==> config.mk <==
export PLATFORM = sky130hd
export DESIGN_NAME = bus_width_adapter
export DESIGN_NICKNAME = d
export VERILOG_FILES = /design/src/rtl/bwa_pkg.sv /design/src/rtl/bwa_beat_plan.sv /design/src/rtl/bwa_beat_pick.sv /design/src/rtl/bwa_lane_route.sv /design/src/rtl/bus_width_adapter.sv
export SDC_FILE = /design/constraint.sdc
export NUM_CORES = 1
export LEC_CHECK = 0
export BUFFER_PORTS_ARGS = -buffer_cell sky130_fd_sc_hd__buf_2
export CORE_AREA = 2 2 134 136
export DETAILED_ROUTE_END_ITERATION = 7
export DIE_AREA = 0 0 136 138
export PLACE_DENSITY_LB_ADDON = 0.2
export SLEW_MARGIN = 40
export SYNTH_ARGS = -nofsm -noshare
export SYNTH_HDL_FRONTEND = slang
export SYNTH_SLANG_ARGS = --single-unit
==> constraint.sdc <==
create_clock -name clk -period 3.4 [get_ports clk]
set_input_delay 0.68 -clock clk [delete_from_list [all_inputs] [get_ports clk]]
set_output_delay 0.68 -clock clk [all_outputs]
set_load 0.02 [all_outputs]
==> src/rtl/bwa_pkg.sv <==
package bwa_pkg;
   localparam int unsigned LANE_W = 8;
   localparam int unsigned EXT_W  = 16;

   typedef enum logic [1:0] {
      ST_IDLE = 2'd0,
      ST_RUN  = 2'd1,
      ST_RESP = 2'd2
   } bwa_state_e;
endpackage

==> src/rtl/bwa_beat_plan.sv <==
// Builds the mask of external beats that carry at least one enabled byte.
module bwa_beat_plan #(
   parameter int unsigned N = 4
) (
   input  logic [N-1:0] be,
   input  logic         bus16,
   input  logic         big,
   output logic [N-1:0] pend
);
   localparam int unsigned HALF = N / 2;

   logic [N-1:0] narrow_le, narrow_be, wide_le, wide_be;

   for (genvar b = 0; b < N; b++) begin : g_narrow
      assign narrow_le[b] = be[b];
      assign narrow_be[b] = be[N-1-b];
   end

   for (genvar b = 0; b < N; b++) begin : g_wide
      if (b < HALF) begin : g_used
         assign wide_le[b] = be[2*b] | be[2*b+1];
         assign wide_be[b] = be[N-1-2*b] | be[N-2-2*b];
      end else begin : g_spare
         assign wide_le[b] = 1'b0;
         assign wide_be[b] = 1'b0;
      end
   end

   always_comb begin
      if (bus16) pend = big ? wide_be : wide_le;
      else       pend = big ? narrow_be : narrow_le;
   end
endmodule

==> src/rtl/bwa_beat_pick.sv <==
// Chooses the lowest pending beat and the mask left after it.
module bwa_beat_pick #(
   parameter int unsigned N = 4,
   localparam int unsigned OFF_W = $clog2(N)
) (
   input  logic [N-1:0]     pend,
   output logic [OFF_W-1:0] beat,
   output logic             any,
   output logic [N-1:0]     pend_next
);
   always_comb begin
      beat = '0;
      for (int i = N - 1; i >= 0; i--) begin
         if (pend[i]) beat = OFF_W'(i);
      end
   end

   assign any       = |pend;
   assign pend_next = pend & (pend - 1'b1);
endmodule

==> src/rtl/bwa_lane_route.sv <==
// Maps one external beat to its address, byte selects, lanes and write data.
module bwa_lane_route #(
   parameter int unsigned N      = 4,
   parameter int unsigned ADDR_W = 16,
   localparam int unsigned OFF_W = $clog2(N),
   localparam int unsigned BLK_W = ADDR_W - OFF_W
) (
   input  logic [BLK_W-1:0]  blk,
   input  logic [OFF_W-1:0]  beat,
   input  logic              bus16,
   input  logic              big,
   input  logic [N-1:0]      be,
   input  logic [8*N-1:0]    wdata,
   output logic [ADDR_W-1:0] addr,
   output logic [1:0]        bsel,
   output logic [OFF_W-1:0]  lane_hi,
   output logic [OFF_W-1:0]  lane_lo,
   output logic [15:0]       wdata16
);
   function automatic logic [OFF_W-1:0] lane_of(input logic [OFF_W-1:0] off,
                                                input logic big_i);
      return big_i ? (OFF_W'(N - 1) - off) : off;
   endfunction

   logic [OFF_W-1:0] off_hi, off_lo;

   always_comb begin
      off_hi  = bus16 ? {beat[OFF_W-2:0], 1'b0} : beat;
      off_lo  = {beat[OFF_W-2:0], 1'b1};
      lane_hi = lane_of(off_hi, big);
      lane_lo = lane_of(off_lo, big);
      bsel[1] = be[lane_hi];
      bsel[0] = bus16 & be[lane_lo];
      wdata16[15:8] = wdata[{lane_hi, 3'b000} +: 8];
      wdata16[7:0]  = bus16 ? wdata[{lane_lo, 3'b000} +: 8] : 8'h00;
      if (bus16) addr = {1'b0, blk, beat[OFF_W-2:0]};
      else       addr = {blk, beat};
   end
endmodule

==> src/rtl/bus_width_adapter.sv <==
module bus_width_adapter
   import bwa_pkg::*;
#(
   parameter int unsigned N      = 4,
   parameter int unsigned ADDR_W = 16
) (
   input  logic                clk,
   input  logic                rst_n,
   input  logic                cfg_bus16,
   input  logic                cfg_big_end,
   input  logic                req_valid,
   output logic                req_ready,
   input  logic                req_we,
   input  logic [ADDR_W-1:0]   req_addr,
   input  logic [8*N-1:0]      req_wdata,
   input  logic [N-1:0]        req_be,
   output logic                rsp_valid,
   output logic                rsp_err,
   output logic [8*N-1:0]      rsp_rdata,
   output logic                ext_cyc,
   output logic [ADDR_W-1:0]   ext_addr,
   output logic [1:0]          ext_bsel,
   output logic                ext_rd,
   output logic                ext_wr_hi,
   output logic                ext_wr_lo,
   output logic [EXT_W-1:0]    ext_wdata,
   input  logic [EXT_W-1:0]    ext_rdata
);
   localparam int unsigned OFF_W = $clog2(N);
   localparam int unsigned BLK_W = ADDR_W - OFF_W;

   if (N < 4 || (N & (N - 1)) != 0) begin : g_bad_lanes
      $error("bus_width_adapter: N must be a power of two, at least 4");
   end
   if (ADDR_W <= OFF_W + 1) begin : g_bad_addr
      $error("bus_width_adapter: ADDR_W too small for N");
   end

   bwa_state_e       state_q;
   logic             we_q, bus16_q, big_q, err_q;
   logic [BLK_W-1:0] blk_q;
   logic [8*N-1:0]   wdata_q, rdata_q;
   logic [N-1:0]     be_q, pend_q;

   logic [N-1:0]     pend_init, pend_next;
   logic [OFF_W-1:0] beat, lane_hi, lane_lo;
   logic             pend_any, misaligned, accept;

   assign accept     = (state_q == ST_IDLE) && req_valid;
   assign misaligned = |req_addr[OFF_W-1:0];

   bwa_beat_plan #(.N(N)) plan_i (
      .be    (req_be),
      .bus16 (cfg_bus16),
      .big   (cfg_big_end),
      .pend  (pend_init)
   );

   bwa_beat_pick #(.N(N)) pick_i (
      .pend      (pend_q),
      .beat      (beat),
      .any       (pend_any),
      .pend_next (pend_next)
   );

   bwa_lane_route #(.N(N), .ADDR_W(ADDR_W)) route_i (
      .blk     (blk_q),
      .beat    (beat),
      .bus16   (bus16_q),
      .big     (big_q),
      .be      (be_q),
      .wdata   (wdata_q),
      .addr    (ext_addr),
      .bsel    (ext_bsel),
      .lane_hi (lane_hi),
      .lane_lo (lane_lo),
      .wdata16 (ext_wdata)
   );

   always_ff @(posedge clk) begin
      if (!rst_n) begin
         state_q <= ST_IDLE;
         we_q    <= 1'b0;
         bus16_q <= 1'b0;
         big_q   <= 1'b0;
         err_q   <= 1'b0;
         blk_q   <= '0;
         wdata_q <= '0;
         rdata_q <= '0;
         be_q    <= '0;
         pend_q  <= '0;
      end else begin
         unique case (state_q)
            ST_IDLE: begin
               if (accept) begin
                  we_q    <= req_we;
                  bus16_q <= cfg_bus16;
                  big_q   <= cfg_big_end;
                  blk_q   <= req_addr[ADDR_W-1:OFF_W];
                  wdata_q <= req_wdata;
                  be_q    <= req_be;
                  rdata_q <= '0;
                  err_q   <= misaligned;
                  if (misaligned || pend_init == '0) begin
                     pend_q  <= '0;
                     state_q <= ST_RESP;
                  end else begin
                     pend_q  <= pend_init;
                     state_q <= ST_RUN;
                  end
               end
            end
            ST_RUN: begin
               pend_q <= pend_next;
               if (!we_q) begin
                  for (int i = 0; i < N; i++) begin
                     if (ext_bsel[1] && lane_hi == OFF_W'(i))
                        rdata_q[8*i +: 8] <= ext_rdata[15:8];
                     if (ext_bsel[0] && lane_lo == OFF_W'(i))
                        rdata_q[8*i +: 8] <= ext_rdata[7:0];
                  end
               end
               if (pend_next == '0) state_q <= ST_RESP;
            end
            default: state_q <= ST_IDLE;
         endcase
      end
   end

   assign req_ready = (state_q == ST_IDLE);
   assign rsp_valid = (state_q == ST_RESP);
   assign rsp_err   = rsp_valid & err_q;
   assign rsp_rdata = rdata_q;
   assign ext_cyc   = (state_q == ST_RUN) & pend_any;
   assign ext_rd    = ext_cyc & ~we_q;
   assign ext_wr_hi = ext_cyc & we_q & ext_bsel[1];
   assign ext_wr_lo = ext_cyc & we_q & ext_bsel[0];

   AST_RESET_QUIET: assert property (@(posedge clk) $fell(rst_n) |=> !ext_cyc && req_ready);
   AST_MISALIGN_ERR: assert property (@(posedge clk) disable iff (!rst_n)
      (req_valid && req_ready && misaligned) |=> (rsp_valid && rsp_err && !ext_cyc));
   AST_NARROW_LO_IDLE: assert property (@(posedge clk) disable iff (!rst_n)
      (ext_cyc && !bus16_q) |-> (!ext_wr_lo && !ext_bsel[0]));
   AST_ADDR_ASCEND: assert property (@(posedge clk) disable iff (!rst_n)
      (ext_cyc && $past(ext_cyc)) |-> (ext_addr > $past(ext_addr)));
   AST_CYC_HAS_LANE: assert property (@(posedge clk) disable iff (!rst_n)
      ext_cyc |-> (ext_bsel != 2'b00));
   AST_RSP_PULSE: assert property (@(posedge clk) disable iff (!rst_n)
      rsp_valid |=> (!rsp_valid && req_ready));
   AST_BUSY_NOT_READY: assert property (@(posedge clk) disable iff (!rst_n)
      (ext_cyc || rsp_valid) |-> !req_ready);
   AST_STROBE_SCOPE: assert property (@(posedge clk) disable iff (!rst_n)
      !ext_cyc |-> (!ext_rd && !ext_wr_hi && !ext_wr_lo));
   AST_STROBE_EXCL: assert property (@(posedge clk) disable iff (!rst_n)
      !(ext_rd && (ext_wr_hi || ext_wr_lo)));
endmodule

[After elaboration in Yosys (flattened, before gate mapping)]
Cells that the tools add are included.
Storage, ports and cells
  bits in registers: 92
  latch bits: 0
  bits in writable memories: 0
  ROM bits: 0
  input bits: 74
  output and inout bits: 73
  word-level logic and storage cells: 105
  memories kept: 0
Cells by class
  $add $sub $neg: 3
  $mul: 0
  div/mod/pow operators: 0
  magnitude comparators: 2
  equal/unequal tests: 15
  shift-type cells: 2
  muxes and demuxes: 34
  bitwise logic cells: 11
  reduce and logical (&&, ||, !) cells: 25
Operator list (count)
  $mux 8: 9
  $mux 32: 2
  $pmux 32 s2: 1
  $shiftx 32x6->8: 2
  $mux 2: 11
  $mux 16: 1
  $mux 4: 4
  $reduce_and 4->1: 4
  $ne 3x3->1 const B: 4
  $eq 2x2->1 const B: 5
  $logic_and 1x1->1: 9
  $logic_not 4->1: 2
  $pmux 4 s2: 1
  $and 1x1->1: 7
  $eq 2x1->1 const B: 3
  $logic_not 2->1: 3
  $lt 2x3->1 const B: 2
  $reduce_and 2->1: 3
  $and 4x4->4: 1
  $bmux 1 s2: 2
  $ne 2x2->1 const B: 2
  $pmux 2 s2: 1
  $reduce_or 4->1: 1
  $sub 2x2->2 const A: 2
  8 further kinds: 10

[Longest topological paths before layout]
Gate-level depths: netlist of the first run.
  depth after elaboration: 14
  mapped depth: 11
  mapped depth without buffers: 9

[Hierarchy]
A second synthesis of the first run with hierarchy kept.
Unflattened totals
  cells, all modules: 556
  area total of the unflattened synthesis: 5149.9 um2
By module, submodules not included
  bus_width_adapter: times used 1, cells an instance 457, area an instance 4134.0 um2, sequential area each 1841.8 um2
  bwa_lane_route: times used 1, cells an instance 75, area an instance 857.1 um2, sequential area each 0.0 um2
  bwa_beat_plan: times used 1, cells an instance 12, area an instance 93.8 um2, sequential area each 0.0 um2
  bwa_beat_pick: times used 1, cells an instance 12, area an instance 65.1 um2, sequential area each 0.0 um2

[Least setup slack after synthesis of the first run]
No wires, ideal clock.
  kind: register to output
  from: register pend_q[2]
  to: output port ext_wr_lo
  data arrival time: 2.319 ns
  data required time: 2.720 ns
  path slack: 0.401 ns
  cell stages (with the launch flop): 8
  path buffers: 0
  cells stage by stage: dfxtp_1 > nand2b_4 > and2_1 > or2_1 > ha_1 > mux4_2 > and2_1 > and3_1
Between the ends
  cells in the longest elaborated chain, start to end: 9
  elaborated cells between the ends (all ways): 12
  classes of those cells: add/sub: 1; mux: 6; bitwise: 4; reduce/logical: 1
Ends and longest elaborated chain
  from (decl): RTL line bus_width_adapter.sv:43  | logic [N-1:0] be_q, pend_q;
  from (signal assigned): RTL line bus_width_adapter.sv:108  | pend_q <= pend_init;
  from (signal assigned): RTL line bus_width_adapter.sv:114  | pend_q <= pend_next;
  $mux 2 * (3 in series): RTL line bwa_beat_pick.sv:14  | if (pend[i]) beat = OFF_W'(i);
  $sub 2x2->2: RTL line bwa_lane_route.sv:22  | return big_i ? (OFF_W'(N - 1) - off) : off;
  $mux 2 *: RTL line bwa_lane_route.sv:22
  $bmux 1 s2 *: RTL line bwa_lane_route.sv:33  | bsel[0] = bus16 & be[lane_lo];
  $mux 1 (implied by the code) *: RTL line bwa_lane_route.sv:33
  $and 1x1->1 *: RTL line bwa_lane_route.sv:33
  net ext_bsel[0]: RTL line bus_width_adapter.sv:22  | output logic [1:0] ext_bsel,
  $and 1x1->1 *: RTL line bus_width_adapter.sv:137  | assign ext_wr_lo = ext_cyc & we_q & ext_bsel[0];
  to (decl): RTL line bus_width_adapter.sv:25  | output logic ext_wr_lo,
The timed path passes the listed nets; every way through them passes the cells marked *. The select of a mux whose other input is x is not followed.

[Final worst setup path of the first run]
  from: register pend_q[2]
  to: output port ext_wr_lo
Between the ends
  cells in the longest elaborated chain, start to end: 9
  elaborated cells between the ends (all ways): 12
  classes of those cells: add/sub: 1; mux: 6; bitwise: 4; reduce/logical: 1
Ends and longest elaborated chain (RTL line)
  $mux 2 (3 in series): bwa_beat_pick.sv:14
  $sub 2x2->2: bwa_lane_route.sv:22
  $mux 2: bwa_lane_route.sv:22
  $bmux 1 s2: bwa_lane_route.sv:33
  $mux 1 (implied by the code): bwa_lane_route.sv:33
  $and 1x1->1: bwa_lane_route.sv:33
  $and 1x1->1 *: bus_width_adapter.sv:137
Every way passes the cells marked *; elsewhere a longest branch is shown, timed or not. The select of a mux whose other input is x is not followed.

==> impl_metrics.toml, run 1 <==
[worst_setup_path]
reg2reg_setup_slack_ns = 0.51
kind_of_end_point_of_the_critical_path = "output pin"
cp-start-kind = "register"
max_fo_critical_path = 7
worstPathRequired_ns = 2.72
cp.arrival_ns = 2.62
critPathKind = "register to output pin"

[logic_synthesis]
synth_area_leader = "dfxtp_1"
async_flop_share = 0
synth_simple_gate_area_frac = 0.188
synth_area_in_compound_gates = 0.140
synth_adder_area_share = 0.00486
synth_warn = 0
syn_area_mm2 = 0.00515
synth_flop_cell = "dfxtp_1"
post-synth-top-count-cell = "nand2_1"
netlist_top_cells_area = "dfxtp_1, nand2_1, mux2i_1"
synthXorXnorAreaFrac = 0.00632
number_of_library_cell_types_mapped_by_synthesis = 52
synth_sequential_area_ratio = 0.358
synth_top_family_by_area = "multiplexers"
syn-mean-instance-area_um2 = 9.05
mappedNetlistNets = 645
ys_ff_latch = 92
post_syn_instances = 569
synthTopCellsByCount = "nand2_1, dfxtp_1, mux2i_1"
area_fraction_of_the_dominant_cell_type_after_synthesis = 0.358
synth_mux_area_frac = 0.261
synth-edff-count = 0

[floorplan]
placementRows = 49
fp.dieArea_mm2 = 0.0188
die_width_um = 136
core-area_mm2 = 0.0175
initial_utilization = 0.294
dieHeight_um = 138
boundaryPins = 147

[global_routing]
use_met3 = 0.0429
gr-usage-all-layers = 0.158
number_of_global_route_vias_before_repair = 4452
grt_start_max_net_pins = 80
initial_antenna_violation_count = 2
overflow = 0
layer_carrying_the_most_global_route_usage = "met2"
grtUsageMet2 = 0.248
grt.met1_usage = 0.210
grt_first_pass_wirelength_um = 23600

[sta]
final_period_minus_worst_setup_slack_ns = 3.30
post-route-period-util = 0.971
clock_skew_after_layout_ns = 0.00809
max_clock_freq_mhz = 303
setup_viol = 0
number_of_hold_violations_in_the_final_report = 0
fin_setup_tns_ns = 0
setup_ws_ns = 0.0971
timing.slew.headroom = 0.514
rsz_0062_raised_after_global_routing = "false"
final-max-slew-violation-count = 0
worstMarginPinSlew_ns = 0.729

[min_path]
holdCritPathClass = "register to register"

[clocking]
clk-insertion-delay-late_ns = 0.35
clkSlewWorstSetupHoldPaths_ns = 0.07
cts_num_sinks = 92
cts-root-to-sink-buffers = 2
cts_tree = "done"
clock_tree.htree_level_count = 3
clk_root_buf = "clkbuf_16"
cts_made_buffers = 9

[route]
vias_per_cell = 4.78
routed_wl_um = 14800
drt_first_pass_iters = 4
vias = 4473
drc_errors = 0
drt-initial-drc-count = 131
ant_nets = 0
wl_per_cell_um = 15.9

[placed_design]
placement.setup.worst_slack_ns = 0.234
detailed_place_hpwl_um = 10400
gpl.final_weighted_congestion = 0.844
portBuffers = 146

[finish]
area_delta_synth_final_pct = 25.3
n_antenna_cell = 0
fill_cells = 1847
final_layout_net_count = 777
share_of_layout_cells_above_drive_strength_1 = 0.341

[power]
clock_power_share = 0.401
total_switching_power_w = 0.000774
pwr-share-comb = 0.179
leakagePower_nw = 2.80
power_density_mw_per_mm2 = 429
switching_share = 0.280
power_report.internal_total_w = 0.00199
seqPwrFrac = 0.421
power.ir.vdd_worst_uv = 241

[run_status]
run_status = "finished, final reports clean"

[run]
drv_cap = 0
## through the flow
| step | hold WS [ns] | instance area (um^2) | util | std cells | total power (W) |
|---|---|---|---|---|---|
| 5_1_grt | 0.475 | 6450 | 0.368 | 935 | 0.00291 |
| 3_3_place_gp | 0.443 | 6080 | 0.347 | 916 | 0.00167 |
| 3_5_place_dp | 0.448 | 6080 | 0.347 | 916 | 0.00168 |
| 2_1_floorplan | 0.440 | 5150 | - | 569 | 0.00152 |
| 4_1_cts | 0.459 | 6430 | 0.367 | 933 | 0.00280 |
| 6_report | 0.457 | 6450 | 0.368 | 935 | 0.00277 |
## layout by cell type, fill, tap and decap left out, types with 3 or more instances in the layout
cell type and n:
nand2_1 176, mux2_2 32, nor2_1 6, dfxtp_2 3, buf_2 146, dfxtp_1 89, mux2i_1 61, nand2b_1 4
buf_4 17, and2_1 14, nor2b_1 7, a21oi_1 6, and3_1 3, a21boi_1 54, mux2_1 13, mux4_2 10
clkbuf_16 9
## registers in the layout, summed over array words and instances, names as in the netlist
signal,cells
we_q,1
wdata_q,32
be_q,4
big_q,1
err_q,1
rsp_rdata,32
pend_q,4
blk_q,14
state_q,2
bus16_q,1
## what timing repair did
item | 4_1_cts | 5_1_grt
endpoints found under the setup margin | 6 | 5
gates resized for setup | 5 | 2
setup buffers | 1 | 2
hold buffers | 0 | 0
pin swaps | 0 | 0
## layout make-up
cell class / count / area, um^2 / area share
multi-input combinational: 431 / 3110 / 0.482
clock inverter: 6 / 93.8 / 0.0146
tap: 229 / 287 / 0.0444
inverter: 3 / 11.3 / 0.00175
sequential: 92 / 1850 / 0.286
timing repair buffer: 164 / 873 / 0.135
clock buffer: 10 / 229 / 0.0355
## critical path, cell delays in order, from the launching register on
cell and delay, ns:
dfxtp_2 0.35, nand2b_4 0.15, and2_1 0.19, or2_4 0.26, ha_4 0.29, mux4_2 0.52, and2_1 0.20, and3_1 0.16
buf_2 0.15
## logic make-up after synthesis
logic type | after synthesis
AOI/OAI and AO/OA | 86
buffers and inverters | 46
muxes | 116
adders and majority gates | 2
xor gates and xnor gates | 2
and+or+nand+nor | 225
DFF | 92
## layer usage
metal | part of all wire | up-vias
met4 | 0.016 | 2
met5 | 0.0011 | -
met1 | 0.46 | 2100
met2 | 0.45 | 132
met3 | 0.070 | 18
li1 | - | 2221
## final timing paths
check,start,to,cells after the start
setup reg to reg,pend_q[2],rsp_rdata[14],11
hold reg to reg,rsp_rdata[15],rsp_rdata[15],2
setup / recovery,pend_q[2],ext_wr_lo,8
hold / removal,rsp_rdata[15],rsp_rdata[15],2
## power by group through the flow
stage               logic, W  registers, W  clock network (W)
finish              0.000494       0.00116            0.00111
global route        0.000542       0.00117            0.00120
CTS                 0.000499       0.00116            0.00114
detailed placement  0.000492       0.00119                  0
global placement    0.000483       0.00119                  0
floorplan           0.000344       0.00118                  0
Note: power is estimated with default switching activity, not from simulation.
==> inputs of run 2 (changes only) <==
--- a/config.mk
+++ b/config.mk
@@ -6,11 +6,13 @@
 export NUM_CORES = 1
 export LEC_CHECK = 0
 export BUFFER_PORTS_ARGS = -buffer_cell sky130_fd_sc_hd__buf_2
-export CORE_AREA = 2 2 134 136
+export CORE_AREA = 2 2 135 137
 export DETAILED_ROUTE_END_ITERATION = 7
-export DIE_AREA = 0 0 136 138
+export DIE_AREA = 0 0 137 139
 export PLACE_DENSITY_LB_ADDON = 0.2
 export SLEW_MARGIN = 40
 export SYNTH_ARGS = -nofsm -noshare
 export SYNTH_HDL_FRONTEND = slang
+export SYNTH_HIERARCHICAL = 1
 export SYNTH_SLANG_ARGS = --single-unit
+export TNS_END_PERCENT = 1
==> run 2 against run 1 <==
Combinational power fell by 2%. Critical path depth rose by 1. Critical path type unchanged. Via count fell by 3.7%. Highest routed layer is now met4. First-iteration DRC count rose by 49%. Routed wire length fell by 4.6%. Synthesized cell count fell by 2.3%. Register-to-register slack barely moved. Total power fell by 4.7%. Maximum frequency rose by 3.4%.
==> impl_metrics.toml, run 2 <==
[worst_setup_path]
cp.arrival_ns = 2.51
kind_of_end_point_of_the_critical_path = "output pin"
cp-start-kind = "register"
worstPathRequired_ns = 2.72
max_fo_critical_path = 11
critPathKind = "register to output pin"

[run]
drv_cap = 0

[route]
detailroute.wirelength.met2_um = 6450
ant_nets = 0
routed_wl_um = 14200
drt_first_pass_iters = 4
vias = 4307
top_signal_layer_used = "met4"
wl_met3_um = 709
drc_errors = 0
vias_per_cell = 4.68
drt-initial-drc-count = 195
wirelength_met1_um = 6750
wl_per_cell_um = 15.4

[clocking]
cts_hold_buffers = 0
clock_tree.htree_level_count = 3
cts_num_sinks = 92
cts-resized-gates = 0
cts_made_buffers = 9
cts-root-to-sink-buffers = 2
cts_tree = "done"
clk-insertion-delay-late_ns = 0.35
clk_root_buf = "clkbuf_16"
clkSlewWorstSetupHoldPaths_ns = 0.06

[floorplan]
die_width_um = 137
core-area_mm2 = 0.0177
fp.dieArea_mm2 = 0.0190
boundaryPins = 147
placementRows = 49
dieHeight_um = 139
initial_utilization = 0.292

[logic_synthesis]
synth_sequential_area_ratio = 0.358
post_syn_instances = 556
ys_ff_latch = 92
netlist_top_cells_area = "dfxtp_1, nand2_1, mux2i_1"
area_fraction_of_the_dominant_cell_type_after_synthesis = 0.358
synth_warn = 6
synth_area_leader = "dfxtp_1"
synth-edff-count = 0
mappedNetlistNets = 630
syn_area_mm2 = 0.00515
async_flop_share = 0
number_of_library_cell_types_mapped_by_synthesis = 52
syn-mean-instance-area_um2 = 9.26
synthTopCellsByCount = "nand2_1, dfxtp_1, mux2i_1"
synth_flop_cell = "dfxtp_1"
post-synth-top-count-cell = "nand2_1"

[global_routing]
initial_antenna_violation_count = 0
overflow = 0
grt_first_pass_wirelength_um = 22000
grt_start_max_net_pins = 93
number_of_global_route_vias_before_repair = 4111
gr-usage-all-layers = 0.148

[sta]
clock_skew_after_layout_ns = 0.00533
max_clock_freq_mhz = 313
worstMarginPinSlew_ns = 0.762
rsz_0062_raised_after_global_routing = "false"
post-route-period-util = 0.939
final_period_minus_worst_setup_slack_ns = 3.19
fin_setup_tns_ns = 0
timing.slew.headroom = 0.490
number_of_hold_violations_in_the_final_report = 0
final-max-slew-violation-count = 0
setup_viol = 0

[finish]
share_of_layout_cells_above_drive_strength_1 = 0.355
final_cell_mix = "nand2_1, buf_2, dfxtp_1"
area_delta_synth_final_pct = 22.2
utilization = 0.356
final_layout_net_count = 761
layout_commonest_cell = "nand2_1"
fill_cells = 1871
n_antenna_cell = 0

[power]
clock_power_share = 0.374
power_report.internal_total_w = 0.00189
pwr-share-comb = 0.184
power_density_mw_per_mm2 = 419
switching_share = 0.284
total_switching_power_w = 0.000748
seqPwrFrac = 0.442
leakagePower_nw = 2.82
power.ir.vdd_worst_uv = 228

[placed_design]
gpl.final_weighted_congestion = 0.830
detailed_place_hpwl_um = 10100
portBuffers = 146

[min_path]
holdCritPathClass = "register to register"

[run_status]
run_status = "finished, final reports clean"
## run 2: changes by cell type after synthesis, moves of 3 or more
cell,change
a21boi_0,+34
a21boi_1,-34
a21oi_1,-4
and2_1,-3
buf_2,+6
buf_4,+8
clkbuf_1,-21
clkbuf_8,+4
inv_1,+4
mux2_1,-13
mux2_2,+14
nand2_1,-4
nand2_4,+3
## run 2: final timing paths
check	endpoint	startpoint	slack (ns)	cells after the start
min reg2reg	rsp_rdata[10]	rsp_rdata[10]	0.46	2
max	ext_wr_hi	pend_q[2]	0.21	9
max reg2reg	rsp_rdata[13]	pend_q[2]	0.51	9
min	rsp_rdata[10]	rsp_rdata[10]	0.46	2
## run 2: timing repair
action / 4_1_cts / 5_1_grt
buffers inserted: 0 / 3
endpoints found under the hold margin: 0 / 0
endpoints found under the setup margin: 0 / 1
## run 2: per-layer routing
metal / vias up / GRT usage
li1: 2150 / -
met3: 12 / 0.0344
met4: 0 / 0.0591
met1: 2052 / 0.196
met2: 93 / 0.233
met5: - / 0
## run 2: stage by stage
stage / instance area [um^2] / total power, W / cells / setup WS, ns / hold slack [ns]
finish: 6290 / 0.00264 / 921 / 0.206 / 0.456
global route: 6290 / 0.00277 / 921 / 0.0227 / 0.476
CTS: 6250 / 0.00267 / 917 / 0.0251 / 0.458
detailed placement: 5960 / 0.00167 / 901 / 0.399 / 0.450
global placement: 5960 / 0.00166 / 901 / 0.508 / 0.449
floorplan: 5150 / 0.00153 / 556 / 0.498 / 0.440
## run 2: final cells by class
cell class / instances / area [um^2] / area share
clock buffer: 12 / 267 / 0.0424
sequential: 92 / 1840 / 0.293
timing repair buffer: 158 / 832 / 0.132
inverter: 5 / 18.8 / 0.00298
multi-input combinational: 421 / 3020 / 0.481
clock inverter: 4 / 22.5 / 0.00358
tap: 229 / 287 / 0.0455
## run 2: worst max-delay path: stages (launching register included)
cell and delay [ns]:
dfxtp_1 0.34, nand2b_1 0.16, a21oi_2 0.23, nor2b_4 0.23
xnor2_4 0.24, buf_8 0.23, mux2i_1 0.09, mux2i_1 0.27
and3_1 0.20, buf_2 0.17
## run 2: cell families (layout without fill, tap and decap cells)
family / Yosys count / count (layout) / share of synthesized area
AOI/OAI and AO/OA: 74 / 74 / 0.112
xor gates and xnor gates: 3 / 3 / 0.0124
muxes: 119 / 119 / 0.265
DFF: 92 / 92 / 0.358
and+or+nand+nor: 224 / 224 / 0.196
other: 1 / 1 / 0.000728
buffers and inverters: 43 / 179 / 0.0561
## run 2: power by group through the flow
stage                     sequential [W]  combinational, W  clock, W
after floorplan                  0.00118          0.000346         0
after global placement           0.00119          0.000474         0
after detailed placement         0.00119          0.000480         0
after CTS                        0.00117          0.000482   0.00102
after global routing             0.00117          0.000528   0.00107
final                            0.00117          0.000484  0.000986
